<file path="config.mk">
export PLATFORM = sky130hd
export DESIGN_NAME = lbist_ctrl
export DESIGN_NICKNAME = d
export VERILOG_FILES = /design/src/rtl/lbist_pkg.sv /design/src/rtl/lbist_patgen.sv /design/src/rtl/lbist_misr.sv /design/src/rtl/lbist_seq.sv /design/src/rtl/lbist_ctrl.sv
export SDC_FILE = /design/constraint.sdc
export NUM_CORES = 1
export LEC_CHECK = 0
export BUFFER_PORTS_ARGS = -buffer_cell sky130_fd_sc_hd__buf_2
export CAP_MARGIN = 30
export CORE_UTILIZATION = 49
export DETAILED_ROUTE_END_ITERATION = 8
export PLACE_DENSITY = 0.8
export SLEW_MARGIN = 20
export SYNTH_ARGS = -nofsm -noshare
export SYNTH_HDL_FRONTEND = slang
export SYNTH_SLANG_ARGS = --single-unit
</file>
<file path="constraint.sdc">
create_clock -name clk -period 2 [get_ports clk]
set_input_delay 0.1 -clock clk [delete_from_list [all_inputs] [get_ports clk]]
set_output_delay 0.1 -clock clk [all_outputs]
set_load 0.02 [all_outputs]
</file>
<file path="src/rtl/lbist_pkg.sv">
package lbist_pkg;

    // Feedback tap mask (bit i set = state bit i feeds the XOR) for a
    // maximal-length shift-left register of the given width.
    function automatic logic [31:0] lfsr_taps(input int width);
        case (width)
            3:       return 32'h0000_0006;
            4:       return 32'h0000_000C;
            5:       return 32'h0000_0014;
            6:       return 32'h0000_0030;
            7:       return 32'h0000_0060;
            8:       return 32'h0000_00B8;
            9:       return 32'h0000_0110;
            10:      return 32'h0000_0240;
            11:      return 32'h0000_0500;
            12:      return 32'h0000_0829;
            13:      return 32'h0000_100D;
            14:      return 32'h0000_2015;
            15:      return 32'h0000_6000;
            16:      return 32'h0000_D008;
            default: return 32'h0000_0000;
        endcase
    endfunction

endpackage

</file>
<file path="src/rtl/lbist_patgen.sv">
module lbist_patgen
    import lbist_pkg::*;
#(
    parameter int IN_W   = 8,
    parameter bit EXH_EN = 1'b1,
    parameter int SEED   = 1
) (
    input  logic            clk,
    input  logic            rst_n,
    input  logic            load,
    input  logic            adv,
    input  logic            mode_exh,
    output logic [IN_W-1:0] pat
);
    localparam logic [IN_W-1:0] TAPS = IN_W'(lfsr_taps(IN_W));

    typedef struct packed {
        logic            exh;
        logic [IN_W-1:0] pat;
    } gen_t;

    gen_t q, d;
    logic [IN_W-1:0] lfsr_nxt;
    logic [IN_W-1:0] cnt_nxt;
    logic            exh_sel;

    assign lfsr_nxt = {q.pat[IN_W-2:0], ^(q.pat & TAPS)};

    generate
        if (EXH_EN) begin : g_exh
            assign cnt_nxt = q.pat + IN_W'(1);
            assign exh_sel = mode_exh;
        end else begin : g_lfsr_only
            assign cnt_nxt = lfsr_nxt;
            assign exh_sel = 1'b0;
        end
    endgenerate

    always_comb begin
        d = q;
        if (load) begin
            d.exh = exh_sel;
            d.pat = exh_sel ? '0 : IN_W'(SEED);
        end else if (adv) begin
            d.pat = q.exh ? cnt_nxt : lfsr_nxt;
        end
    end

    always_ff @(posedge clk or negedge rst_n) begin
        if (!rst_n) q <= '0;
        else        q <= d;
    end

    assign pat = q.pat;
endmodule

</file>
<file path="src/rtl/lbist_misr.sv">
module lbist_misr #(
    parameter int               RSP_W = 8,
    parameter int               SIG_W = 16,
    parameter logic [SIG_W-1:0] POLY  = 'h1021
) (
    input  logic             clk,
    input  logic             rst_n,
    input  logic             clr,
    input  logic             en,
    input  logic [RSP_W-1:0] resp,
    input  logic [RSP_W-1:0] xmask,
    output logic [SIG_W-1:0] sig_step,
    output logic [SIG_W-1:0] sig
);
    typedef struct packed {
        logic [SIG_W-1:0] sig;
    } misr_t;

    misr_t q, d;
    logic [RSP_W-1:0] gated;
    logic [SIG_W-1:0] folded;

    // Unknown bits are forced to zero, then wide responses fold onto the register.
    assign gated = resp & ~xmask;

    always_comb begin
        folded = '0;
        for (int b = 0; b < RSP_W; b++) begin
            folded[b % SIG_W] = folded[b % SIG_W] ^ gated[b];
        end
    end

    assign sig_step = {q.sig[SIG_W-2:0], 1'b0}
                    ^ (q.sig[SIG_W-1] ? POLY : '0)
                    ^ folded;

    always_comb begin
        d = q;
        if (clr)     d.sig = '0;
        else if (en) d.sig = sig_step;
    end

    always_ff @(posedge clk or negedge rst_n) begin
        if (!rst_n) q <= '0;
        else        q <= d;
    end

    assign sig = q.sig;
endmodule

</file>
<file path="src/rtl/lbist_seq.sv">
module lbist_seq #(
    parameter int CNT_W = 16,
    parameter int SIG_W = 16
) (
    input  logic             clk,
    input  logic             rst_n,
    input  logic             start,
    input  logic [CNT_W-1:0] pat_count,
    input  logic [SIG_W-1:0] golden,
    input  logic [SIG_W-1:0] sig_step,
    output logic             load,
    output logic             adv,
    output logic             busy,
    output logic             done,
    output logic             pass
);
    typedef struct packed {
        logic             busy;
        logic             done;
        logic             pass;
        logic [CNT_W-1:0] left;
        logic [SIG_W-1:0] gold;
    } seq_t;

    seq_t q, d;

    always_comb begin
        d    = q;
        load = 1'b0;
        adv  = 1'b0;
        if (start && !q.busy) begin
            load   = 1'b1;
            d.gold = golden;
            d.done = 1'b0;
            d.pass = 1'b0;
            if (pat_count == '0) begin
                d.done = 1'b1;
                d.pass = (golden == '0);
            end else begin
                d.busy = 1'b1;
                d.left = pat_count;
            end
        end else if (q.busy) begin
            adv    = 1'b1;
            d.left = q.left - CNT_W'(1);
            if (q.left == CNT_W'(1)) begin
                d.busy = 1'b0;
                d.done = 1'b1;
                d.pass = (sig_step == q.gold);
            end
        end
    end

    always_ff @(posedge clk or negedge rst_n) begin
        if (!rst_n) q <= '0;
        else        q <= d;
    end

    assign busy = q.busy;
    assign done = q.done;
    assign pass = q.pass;
endmodule

</file>
<file path="src/rtl/lbist_ctrl.sv">
module lbist_ctrl #(
    parameter int               IN_W      = 8,
    parameter int               RSP_W     = 8,
    parameter int               SIG_W     = 16,
    parameter int               CNT_W     = 16,
    parameter bit               EXH_EN    = 1'b1,
    parameter int               LFSR_SEED = 1,
    parameter logic [SIG_W-1:0] MISR_POLY = 'h1021
) (
    input  logic             clk,
    input  logic             rst_n,
    input  logic             start,
    input  logic             mode_exh,
    input  logic [CNT_W-1:0] pat_count,
    input  logic [SIG_W-1:0] golden_sig,
    input  logic [RSP_W-1:0] xmask,
    input  logic [RSP_W-1:0] resp,
    output logic [IN_W-1:0]  stim,
    output logic             busy,
    output logic             done,
    output logic             pass,
    output logic [SIG_W-1:0] signature
);
    logic             load;
    logic             adv;
    logic [SIG_W-1:0] sig_step;

    lbist_seq #(.CNT_W(CNT_W), .SIG_W(SIG_W)) u_seq (
        .clk      (clk),
        .rst_n    (rst_n),
        .start    (start),
        .pat_count(pat_count),
        .golden   (golden_sig),
        .sig_step (sig_step),
        .load     (load),
        .adv      (adv),
        .busy     (busy),
        .done     (done),
        .pass     (pass)
    );

    lbist_patgen #(.IN_W(IN_W), .EXH_EN(EXH_EN), .SEED(LFSR_SEED)) u_gen (
        .clk     (clk),
        .rst_n   (rst_n),
        .load    (load),
        .adv     (adv),
        .mode_exh(mode_exh),
        .pat     (stim)
    );

    lbist_misr #(.RSP_W(RSP_W), .SIG_W(SIG_W), .POLY(MISR_POLY)) u_misr (
        .clk     (clk),
        .rst_n   (rst_n),
        .clr     (load),
        .en      (adv),
        .resp    (resp),
        .xmask   (xmask),
        .sig_step(sig_step),
        .sig     (signature)
    );
endmodule

</file>
# After elaboration in Yosys (flattened, before gate mapping)
# Cells that the tools add are included.
# word_totals
ff_bits,60
word_cells,43
in_bits,52
# op_classes
bitwise,4
n_eq_ne,3
add_sub_neg,2
n_mux,16
n_reduce_logical,10
# op_table
op,count
$mux 16,3
$mux 19,2
$logic_not 16->1,2
$mux 8,3
$eq 16x1->1 const B,1
$eq 16x16->1,1
$sub 16x1->16 const B,1
$xor 16x16->16,1
$xor 16x8->16,1
$mux 13,1
$add 8x1->8 const B,1
$and 8x8->8,1
$not 8->8,1
$reduce_xor 8->1,1
$reduce_bool 2->1,3
$mux 1,5
$reduce_and 2->1,2
$mux 3,1
$mux 2,1
$ne 2x2->1 const B,1
$logic_and 1x1->1,1
$logic_not 1->1,1

# Logic depth before layout (Yosys ltp)
# Gate-level depths: netlist of the first run.
# depth
word_depth,7
depth_mapped,7
depth_no_buf,7

# Cells and area by module
# From an unflattened synthesis of the first run, not the netlist that was laid out.
# unflattened
cells_unflattened,350
area_unflattened_um2,3478.3
# modules_own_cells
module,n_inst,cells_per_inst,area_each_um2,seq_area_each_um2
lbist_seq,1,188,1971.9,875.8
lbist_misr,1,88,855.8,400.4
lbist_patgen,1,74,650.6,225.2

# Worst setup path after synthesis of the first run
# No wires, ideal clock.
# synth_path
path_kind,register -> register
start,register u_seq.q[22] in the netlist's numbering
end,register u_seq.q[30] in the netlist's numbering
path_slack_ps,74
setup_ps,123
stages_incl_launch_ff,7
synth_period_minus_slack_ps,1926
t_arrival_ps,1803
required_time_ps,1877
path_cell_list,dfrtp_1 or4_1 buf_2 or4_1 o21a_1 o21ai_0 nand2_1
# synth_between
elab_chain_cells,3
# synth_lines
element,line,source
from (decl),lbist_seq.sv:25,"seq_t q, d;"
from (signal assigned),lbist_seq.sv:55,if (!rst_n) q <= '0;
from (signal assigned),lbist_seq.sv:56,else q <= d;
$sub 16x1->16,lbist_seq.sv:45,d.left = q.left - CNT_W'(1);
$mux 19,lbist_seq.sv:43,end else if (q.busy) begin
$mux 19,lbist_seq.sv:31,if (start && !q.busy) begin
# Every way passes these cells. The select of a mux whose other input is x is not followed.
# A chain may end at the register's enable or synchronous reset.

# Worst setup path in the final report of the first run
# layout_path
start,register u_seq.q[23] in the netlist's numbering
end,register u_seq.q[30] in the netlist's numbering
# The elaborated chain is that of the path after synthesis.

==> results of run 1 <==
## how the worst max path moves through the flow
stage | start | endpoint | slack, ns | cells past startpoint
after floorplan | u_seq.q[22] | u_seq.q[30] | 0.07 | 6
after global placement | u_seq.q[22] | u_seq.pass | 0.07 | 5
after detailed placement | u_seq.q[22] | u_seq.pass | 0.02 | 5
after CTS | u_seq.q[16] | u_seq.q[26] | 0.02 | 7
after global routing | u_seq.q[23] | u_seq.q[30] | -0.02 | 5
final | u_seq.q[23] | u_seq.q[30] | 0.02 | 5
## power by group through the flow
stage | Clock, mW | Combinational, mW | Sequential, mW
6_report | 1.20 | 2.41 | 2.22
2_1_floorplan | 0 | 1.49 | 2.29
3_3_place_gp | 0 | 2.20 | 2.19
4_1_cts | 1.22 | 2.31 | 2.20
3_5_place_dp | 0 | 2.25 | 2.21
5_1_grt | 1.27 | 2.65 | 2.29
## cells in the mapped netlist (all sizes together), types with 3 or more instances
master and instances:
dfrtp 60, inv 7, o31ai 4, o2111ai 4, o22ai 4, xnor2 16, clkbuf 16, a22o 5
a21oi 5, o21ai 26, ha 4, nor2 10, o211ai 6, or3 3, nor4 8, xor2 12
nand2 92, nand3 14, buf 11, or4 8, nor3 4, nor2b 10, nand2b 19
## critical path, cell delays in order, from the launching register on
cell and delay, ns:
dfrtp_1 0.39, or4_4 0.59, or4_4 0.46, o21a_1 0.22
o21ai_2 0.13, nand2_1 0.07
## area by class of cell
type	count	area [sq um]	share of cell area (%)
tap	96	120	2.67
inverter	7	26.3	0.585
multi-input combinational	292	1850	41.2
clock inverter	7	91.3	2.03
timing repair buffer	120	776	17.3
sequential	60	1500	33.5
clock buffer	9	124	2.76
## stage by stage
stage          hold WS [ns]  TNS, ns  util [%]
6_report             0.0121        0      65.8
5_1_grt              0.0244  -0.0186      65.8
4_1_cts             0.00495        0      64.7
3_5_place_dp          0.134        0      58.0
3_3_place_gp          0.133        0      58.0
2_1_floorplan        -0.196        0         -
## registers in the layout, indices dropped and copies added (netlist names)
| name | cells |
|---|---|
| u_gen.q | 1 |
| u_misr.sig | 16 |
| u_seq.pass | 1 |
| u_gen.pat | 8 |
| u_seq.done | 1 |
| u_seq.busy | 1 |
| u_seq.q | 32 |
## logic make-up (layout without fill, tap and decap cells)
| kind of cell | after synthesis | after routing |
|---|---|---|
| AND/OR/NAND/NOR | 182 | 182 |
| AO/OA/AOI/OAI | 73 | 73 |
| flip-flops | 60 | 60 |
| buffers and inverters | 35 | 143 |
| XOR/XNOR | 29 | 29 |
| adder cells (fa/ha/maj) | 4 | 4 |
| multiplexers | 4 | 4 |
## layer usage
| layer | share of wire [%] | wire (um) | up-vias | global-route usage [%] |
|---|---|---|---|---|
| li1 | - | - | 1564 | - |
| met1 | 43 | 4000 | 1574 | 34.3 |
| met2 | 48 | 4460 | 139 | 44.4 |
| met3 | 6.4 | 594 | 32 | 6.00 |
| met4 | 3.0 | 282 | 0 | 11.5 |
| met5 | 0 | 0 | - | 0 |
## repair_timing
action                                 in CTS  in global routing
endpoints found under the hold margin      82                  0
pin swaps                                   0                  2
resized for setup                           2                 12
hold buffers                               23                  0
gates cloned                                0                  0
setup endpoints to repair                   1                  7
setup buffers                               0                  3
==> results.ini, run 1 <==
[timing]
period_needed_ns=1.98
final_max_slew_viol_count=0
fmax_ghz=0.505
fin_ws_ns=0.0201
slew_headroom_pct=51.4
worst_pin_slew_ns=0.725
period_share_pct=99.0
finalSetupViolations=0
skew_ns=0.00835
hold_violations=0

[yosys]
synth_area_sq_um=3480
ys_async_sr_fraction_pct=100
synth_cell_type_count=58
synthesis.nets=443
synth-seq-area-share_pct=43.2
synthCells=387
synth-adder-area-share_pct=1.44
synth_edf_count=0
synth_compound_area_share_pct=14.8
synth_top_area_share_pct=43.2
syn_avg_cell_area_sq_um=8.98
synthTopCellsByArea=dfrtp_1, nand2_1, xnor2_1, o21ai_0, nand2b_1
synth_top_family_by_area=simple AND/OR/NAND/NOR gates
synth-simple-area-share_pct=26.1
yosys_warnings=0
yosys_register_bits=60
yosys.area_share.xor_xnor_pct=7.92
synth_mux_area_share_pct=1.22
synth_largest_area_cell=dfrtp_1
ys.flop_type=dfrtp_1

[place]
io_buffers=78
hpwlAfterDp_mm=6.28
place_ws_ns=0.0220
postPlaceCellArea_sq_um=3960
dp_cells=549
routabilityCongestion=0.883

[worst_setup_path]
reg2reg_from=u_seq.q[23]
ff2ff_path_depth=5
required_ns=2.23
worstSetupPathType=reg -> reg
r2r_end=u_seq.q[30]
arrival_ns=2.21
start_kind=flop
r2r_slack_ns=0.02
crit_path_end_kind=flop
cp_max_fo=4

[global_route]
antenna_found_initial=0
grt_pass1_wl_mm=15.5
grt_max_degree=61
globalRouteTotalUtil_pct=27.0
grt-ovfl-total=0
grt_pass1_vias=3319

[pwr]
internal-power_mw=3.49
switching_share_pct=40.2
clock_power_share_pct=20.6
leakagePower_nw=2.07
ir_drop_mv=0.499
power.density_nw_per_um2=1300
seqPwrFrac_pct=38.1
finalPower_mw=5.83
combPwrFrac_pct=41.3
p_switching_mw=2.34

[cts]
cts-root-buf=clkbuf_8
clk_pin_slew_ns=0.07
cts_tree=done
worst_skew_pair.late_latency_ns=0.35
htreeDepth=3
ctsLongestPathBuffers=2
cts_inserted_buffers=9
clkSinkCount=60

[job]
cap_violations=0

[worst_hold_path]
hold_depth=3
hold_end=u_seq.q[31]
hold_path.class=in -> reg
min_from=pat_count[15]

[routing]
drc=0
vias=3309
drt-initial-drc-count=301
detail-route-antenna-nets=0
wl_per_cell_um=15.8
viasPerCell=5.60
firstDrtPassIters=5
routed_wirelength_mm=9.34

[finish]
final_cell_mix=nand2_1, buf_2, dfrtp_1
num-fill-cells=561
fin_nets=546
mostFrequentLayoutCell=nand2_1
syn_to_final_growth_pct=29.2
final_area_sq_um=4490
drive_gt1_share_pct=27.5
stdcell_count=591
antennaDiodeCount=0

[floorplanning]
die_height_um=86.2
dieArea_sq_um=7440
start_util_pct=50.9
floorplan.rows=30
die_w_um=86.2
io_pins=79
core_sq_um=6830

[status]
status=completed

Power figures use the tool's default switching activity.
==> run 2, diff against run 1 <==
--- a/config.mk
+++ b/config.mk
@@ -7,9 +7,9 @@
 export LEC_CHECK = 0
 export BUFFER_PORTS_ARGS = -buffer_cell sky130_fd_sc_hd__buf_2
 export CAP_MARGIN = 30
-export CORE_UTILIZATION = 49
+export CORE_UTILIZATION = 59
 export DETAILED_ROUTE_END_ITERATION = 8
-export PLACE_DENSITY = 0.8
+export PLACE_DENSITY = 0.9
 export SLEW_MARGIN = 20
 export SYNTH_ARGS = -nofsm -noshare
 export SYNTH_HDL_FRONTEND = slang
==> constraint.sdc (replaced) <==
create_clock -name clk -period 2.5 [get_ports clk]
set_input_delay 0.125 -clock clk [delete_from_list [all_inputs] [get_ports clk]]
set_output_delay 0.125 -clock clk [all_outputs]
set_load 0.02 [all_outputs]
==> run 2 against run 1 <==
Final cell count down 7.6%. First-iteration DRC count up 2.7%. Total power down 25%. Via count down 1.9%. Fmax down 9.1%.
==> results.ini, run 2 (synthesis results as in run 1) <==
[floorplanning]
start_util_pct=62.0  ; +11 points
die_height_um=78.8  ; -8.7%
dieArea_sq_um=6200  ; -17%
core_sq_um=5610  ; -18%
floorplan.rows=27  ; -10%
die_w_um=78.8  ; -8.7%
io_pins=79  ; unchanged

[timing]
whs_ns=0.00657  ; -0.00550 ns
slew_headroom_pct=56.0  ; +4.5 points
finalSetupViolations=0  ; unchanged
rsz0062_at_grt=no
worst_pin_slew_ns=0.657  ; -0.0678 ns
fmax_ghz=0.459  ; -9.1%
skew_ns=0.00624  ; -0.00211 ns
final_max_slew_viol_count=0  ; unchanged
hold_violations=0  ; unchanged
period_share_pct=87.1  ; -12 points
period_needed_ns=2.18  ; +0.198 ns
finalSetupTns_ns=0  ; unchanged

[worst_setup_path]
cp_max_fo=6  ; +2
arrival_ns=2.40  ; +0.19 ns
worstSetupPathType=reg -> reg
required_ns=2.72  ; +0.49 ns
crit_path_end_kind=flop
start_kind=flop

[finish]
final_cell_mix=nand2_1, buf_2, dfrtp_1
drive_gt1_share_pct=23.8  ; -3.6 points
largest_register=u_seq.q
utilization_pct=74.4  ; +8.7 points
antennaDiodeCount=0  ; unchanged
largest_reg_flops=32  ; unchanged
syn_to_final_growth_pct=20.0
fin_nets=525  ; -3.8%
mostFrequentLayoutCell=nand2_1

[cts]
cts.repair.resized=0  ; -2
clkSinkCount=60  ; unchanged
cts_setup_buffers=0  ; unchanged
cts_tree=done
ctsLongestPathBuffers=2  ; unchanged
cts_inserted_buffers=9  ; unchanged
cts-root-buf=clkbuf_8
holdBufCountCts=13  ; -43%
worst_skew_pair.late_latency_ns=0.34  ; about the same
htreeDepth=3  ; unchanged
clk_pin_slew_ns=0.07  ; about the same

[global_route]
grt_pass1_vias=3073  ; -7.4%
grt-ovfl-total=0  ; unchanged
antenna_found_initial=0  ; unchanged
grt_pass1_wl_mm=14.4  ; -7.0%
grt_max_degree=45  ; -26%
globalRouteTotalUtil_pct=31.0  ; +4.0 points

[routing]
firstDrtPassIters=5  ; unchanged
drt-initial-drc-count=309  ; +2.7%
vias=3247  ; -1.9%
drc=0  ; unchanged
viasPerCell=5.95  ; +6.2%
routed_wirelength_mm=8.86  ; -5.2%
wl_per_cell_um=16.2  ; +2.6%
detail-route-antenna-nets=0  ; unchanged

[place]
routabilityCongestion=0.957  ; +8.5%
io_buffers=78  ; unchanged
hpwlAfterDp_mm=6.31  ; +0.51%

[job]
cap_violations=0  ; unchanged

[worst_hold_path]
hold_path.class=in -> reg

[pwr]
power.density_nw_per_um2=1050  ; -19%
leakagePower_nw=1.95  ; -5.7%
ir_drop_mv=0.575  ; +15%

[status]
status=completed

==> run 2: cell count changes in the layout (fill, tap and decap cells not counted), moves of 2 or more <==
cell,delta
buf_4,-10
dlygate4sd3_1,-10
clkinv_2,+2
or4_1,+2
or4_4,-2
==> run 2: metrics by stage <==
step | setup WS [ns] | area, sq um | cells | power [mW]
6_report | 0.322 | 4170 | 546 | 4.39
4_1_cts | 0.408 | 4170 | 546 | 4.38
3_3_place_gp | 0.458 | 3860 | 517 | 3.43
3_5_place_dp | 0.408 | 3860 | 517 | 3.52
5_1_grt | 0.215 | 4170 | 546 | 4.65
2_1_floorplan | 0.574 | 3480 | 387 | 3.02
==> run 2: worst max-delay path, stage by stage (launching register included) <==
cell and delay (ns):
dfrtp_1 0.44, or4_1 0.56, nor4_1 0.42, nand4_1 0.29
a32oi_1 0.26, o31ai_1 0.09
==> run 2: final timing paths <==
kind / startpoint / end / slack (ns) / depth (start not counted)
max: u_seq.q[24] / u_seq.pass / 0.32 / 5
min in group asynchronous: rst_n / u_gen.pat[2] / 0.25 / 2
min reg2reg: u_seq.q[1] / u_seq.q[1] / 0.50 / 2
min: golden_sig[9] / u_seq.q[9] / 0.007 / 3
max in group asynchronous: rst_n / u_seq.q[30] / 1.56 / 3
max reg2reg: u_seq.q[24] / u_seq.pass / 0.32 / 5
==> run 2: where the power goes <==
group | switching [mW] | internal [mW]
Clock | 0.378 | 0.451
Sequential | 0.499 | 1.33
Combinational | 0.941 | 0.792
==> run 2: area by class of cell <==
cell class,count,area [sq um]
Sequential cell,60,1500
Fill cell,425,1430
Clock buffer,10,128
Tap cell,72,90.1
Multi-Input combinational cell,292,1790
Inverter,7,26.3
Timing Repair Buffer,99,581
Clock inverter,6,55.1
==> run 2: routing by layer <==
layer	GRT usage, %	up-vias	part of all wire [%]
met1	39.5	1540	42
met3	5.86	31	6.6
met5	0	-	0
met2	49.9	160	48
li1	-	1516	-
met4	16.7	0	3.2
==> run 3, diff against run 2 <==
--- a/config.mk
+++ b/config.mk
@@ -10,6 +10,8 @@
 export CORE_UTILIZATION = 59
 export DETAILED_ROUTE_END_ITERATION = 8
 export PLACE_DENSITY = 0.9
+export REMOVE_ABC_BUFFERS = 1
+export SKIP_LAST_GASP = 1
 export SLEW_MARGIN = 20
 export SYNTH_ARGS = -nofsm -noshare
 export SYNTH_HDL_FRONTEND = slang
==> run 3 against run 2 <==
The run now ends with hold timing left. Hold slack worse by 0.0085 ns. Global-route usage down 0.18 points. Clock-buffer cell count rose by 2. Final cell count down 2.6%. Sequential share of layout area increased by 1.0 points. Critical path depth is the same. Sequential cell count stayed put. Register-to-register slack improved by 0.03 ns. Non-clock buffer count is 12 lower. Core utilization decreased by 2.0 points.
==> results.ini, run 3 (synthesis results as in run 1) <==
[timing]
hold_violations=1  ; +1
rsz0062_at_grt=no
finalSetupTns_ns=0  ; unchanged
period_share_pct=86.0  ; -1.1 points
finalSetupViolations=0  ; unchanged
fmax_ghz=0.465  ; +1.3%
slew_headroom_pct=45.6  ; -10 points
period_needed_ns=2.15  ; -0.0280 ns
worst_pin_slew_ns=0.812  ; +0.154 ns
final_max_slew_viol_count=0  ; unchanged
whs_ns=-0.00195  ; -0.00852 ns
skew_ns=0.00808  ; +0.00184 ns

[pwr]
finalPower_mw=4.31  ; -1.9%
power.density_nw_per_um2=1060  ; +0.86%
ir_drop_mv=0.775  ; +35%
leakagePower_nw=1.90  ; -2.7%

[routing]
drt-initial-drc-count=288  ; -6.8%
viasPerCell=6.00  ; +0.89%
drc=0  ; unchanged
firstDrtPassIters=5  ; unchanged
vias=3192  ; -1.7%
routed_wirelength_mm=8.78  ; -0.87%
detail-route-antenna-nets=0  ; unchanged
wl_per_cell_um=16.5  ; +1.7%

[worst_setup_path]
crit_path_end_kind=flop
r2r_slack_ns=0.35  ; +0.03 ns
cp_max_fo=6  ; unchanged
arrival_ns=2.37  ; -0.03 ns
reg2reg_from=u_seq.q[24]
ff2ff_path_depth=5  ; unchanged
required_ns=2.72  ; about the same
start_kind=flop
worstSetupPathType=reg -> reg
r2r_end=u_seq.pass

[finish]
largest_reg_flops=32  ; unchanged
drive_gt1_share_pct=24.1  ; +0.29 points
fin_nets=513  ; -2.3%
mostFrequentLayoutCell=nand2_1
utilization_pct=72.4  ; -2.0 points
antennaDiodeCount=0  ; unchanged
final_cell_mix=nand2_1, buf_2, dfrtp_1
final_area_sq_um=4060  ; -2.7%
syn_to_final_growth_pct=16.8
largest_register=u_seq.q

[status]
violations=hold timing
status=finished, violations left

[place]
routabilityCongestion=0.880  ; -8.1%
io_buffers=78  ; unchanged
postPlaceCellArea_sq_um=3870  ; +0.13%
hpwlAfterDp_mm=6.29  ; -0.28%

[global_route]
antenna_found_initial=0  ; unchanged
grt_pass1_wl_mm=14.6  ; +1.4%
globalRouteTotalUtil_pct=30.8  ; -0.18 points
grt-ovfl-total=0  ; unchanged
grt_max_degree=33  ; -27%
grt_pass1_vias=3022  ; -1.7%

[floorplanning]
io_pins=79  ; unchanged
die_height_um=78.8  ; unchanged
start_util_pct=62.0  ; unchanged
floorplan.rows=27  ; unchanged
dieArea_sq_um=6200  ; unchanged
core_sq_um=5610  ; unchanged
die_w_um=78.8  ; unchanged

[worst_hold_path]
hold_depth=3  ; unchanged
hold_path.class=in -> reg
hold_end=u_seq.q[3]
min_from=golden_sig[3]

[cts]
cts_tree=done
cts.repair.resized=0  ; unchanged
htreeDepth=3  ; unchanged
cts-root-buf=clkbuf_8
worst_skew_pair.late_latency_ns=0.34  ; about the same
holdBufCountCts=2  ; -11
clk_pin_slew_ns=0.07  ; about the same
ctsLongestPathBuffers=2  ; unchanged
cts_setup_buffers=0  ; unchanged
cts_inserted_buffers=9  ; unchanged
clkSinkCount=60  ; unchanged

[job]
cap_violations=0  ; unchanged

[run 3: changes by cell type in the layout (fill, tap and decap cells not counted), sizes merged]
| cell | before | now |
|---|---|---|
| buf | 86 | 85 |
| bufinv | 1 | 0 |
| clkbuf | 10 | 12 |
| clkinv | 5 | 2 |
| dlygate4sd3 | 13 | 2 |
[run 3: how the worst max path moves through the flow]
stage,slack (ns),startpoint,endpoint
floorplan,-0.17,u_seq.busy,u_seq.q[26]
global placement,0.50,u_seq.q[26],u_seq.pass
detailed placement,0.38,u_seq.q[24],u_seq.pass
CTS,0.36,u_seq.q[24],u_seq.pass
global route,0.28,u_seq.q[24],u_seq.pass
finish,0.35,u_seq.q[24],u_seq.pass
[run 3: layer usage]
layer	track usage, %	up-vias	wire (um)
li1	-	1491	-
met1	40.6	1528	3750
met2	51.7	155	4320
met3	4.14	18	525
met4	11.7	0	181
met5	0	-	0
[run 3: report_power, final]
part           switching [mW]  internal (mW)
logic                   0.922          0.781
clock network           0.367          0.426
registers               0.482           1.33
total                    1.77           2.54
[run 3: cell type report]
cell class / count / area (sq um)
Clock buffer: 12 / 165
Clock inverter: 2 / 10.0
Fill cell: 444 / 1550
Inverter: 7 / 26.3
Multi-Input combinational cell: 292 / 1790
Sequential cell: 60 / 1500
Tap cell: 72 / 90.1
Timing Repair Buffer: 87 / 475
[run 3: per-stage QoR]
stage          cells  hold slack [ns]  setup slack, ns
4_1_cts          532         0.000222            0.361
3_3_place_gp     516            0.194            0.501
2_1_floorplan    359           -0.171           -0.173
6_report         532         -0.00195            0.350
5_1_grt          532          0.00569            0.277
3_5_place_dp     516            0.205            0.379
[run 3: critical path, cell delays in order, from the launching register on]
cell     delay, ns
dfrtp_1       0.43
or4_1         0.56
nor4_1        0.40
nand4_1       0.28
a32oi_1       0.28
o31ai_1       0.09
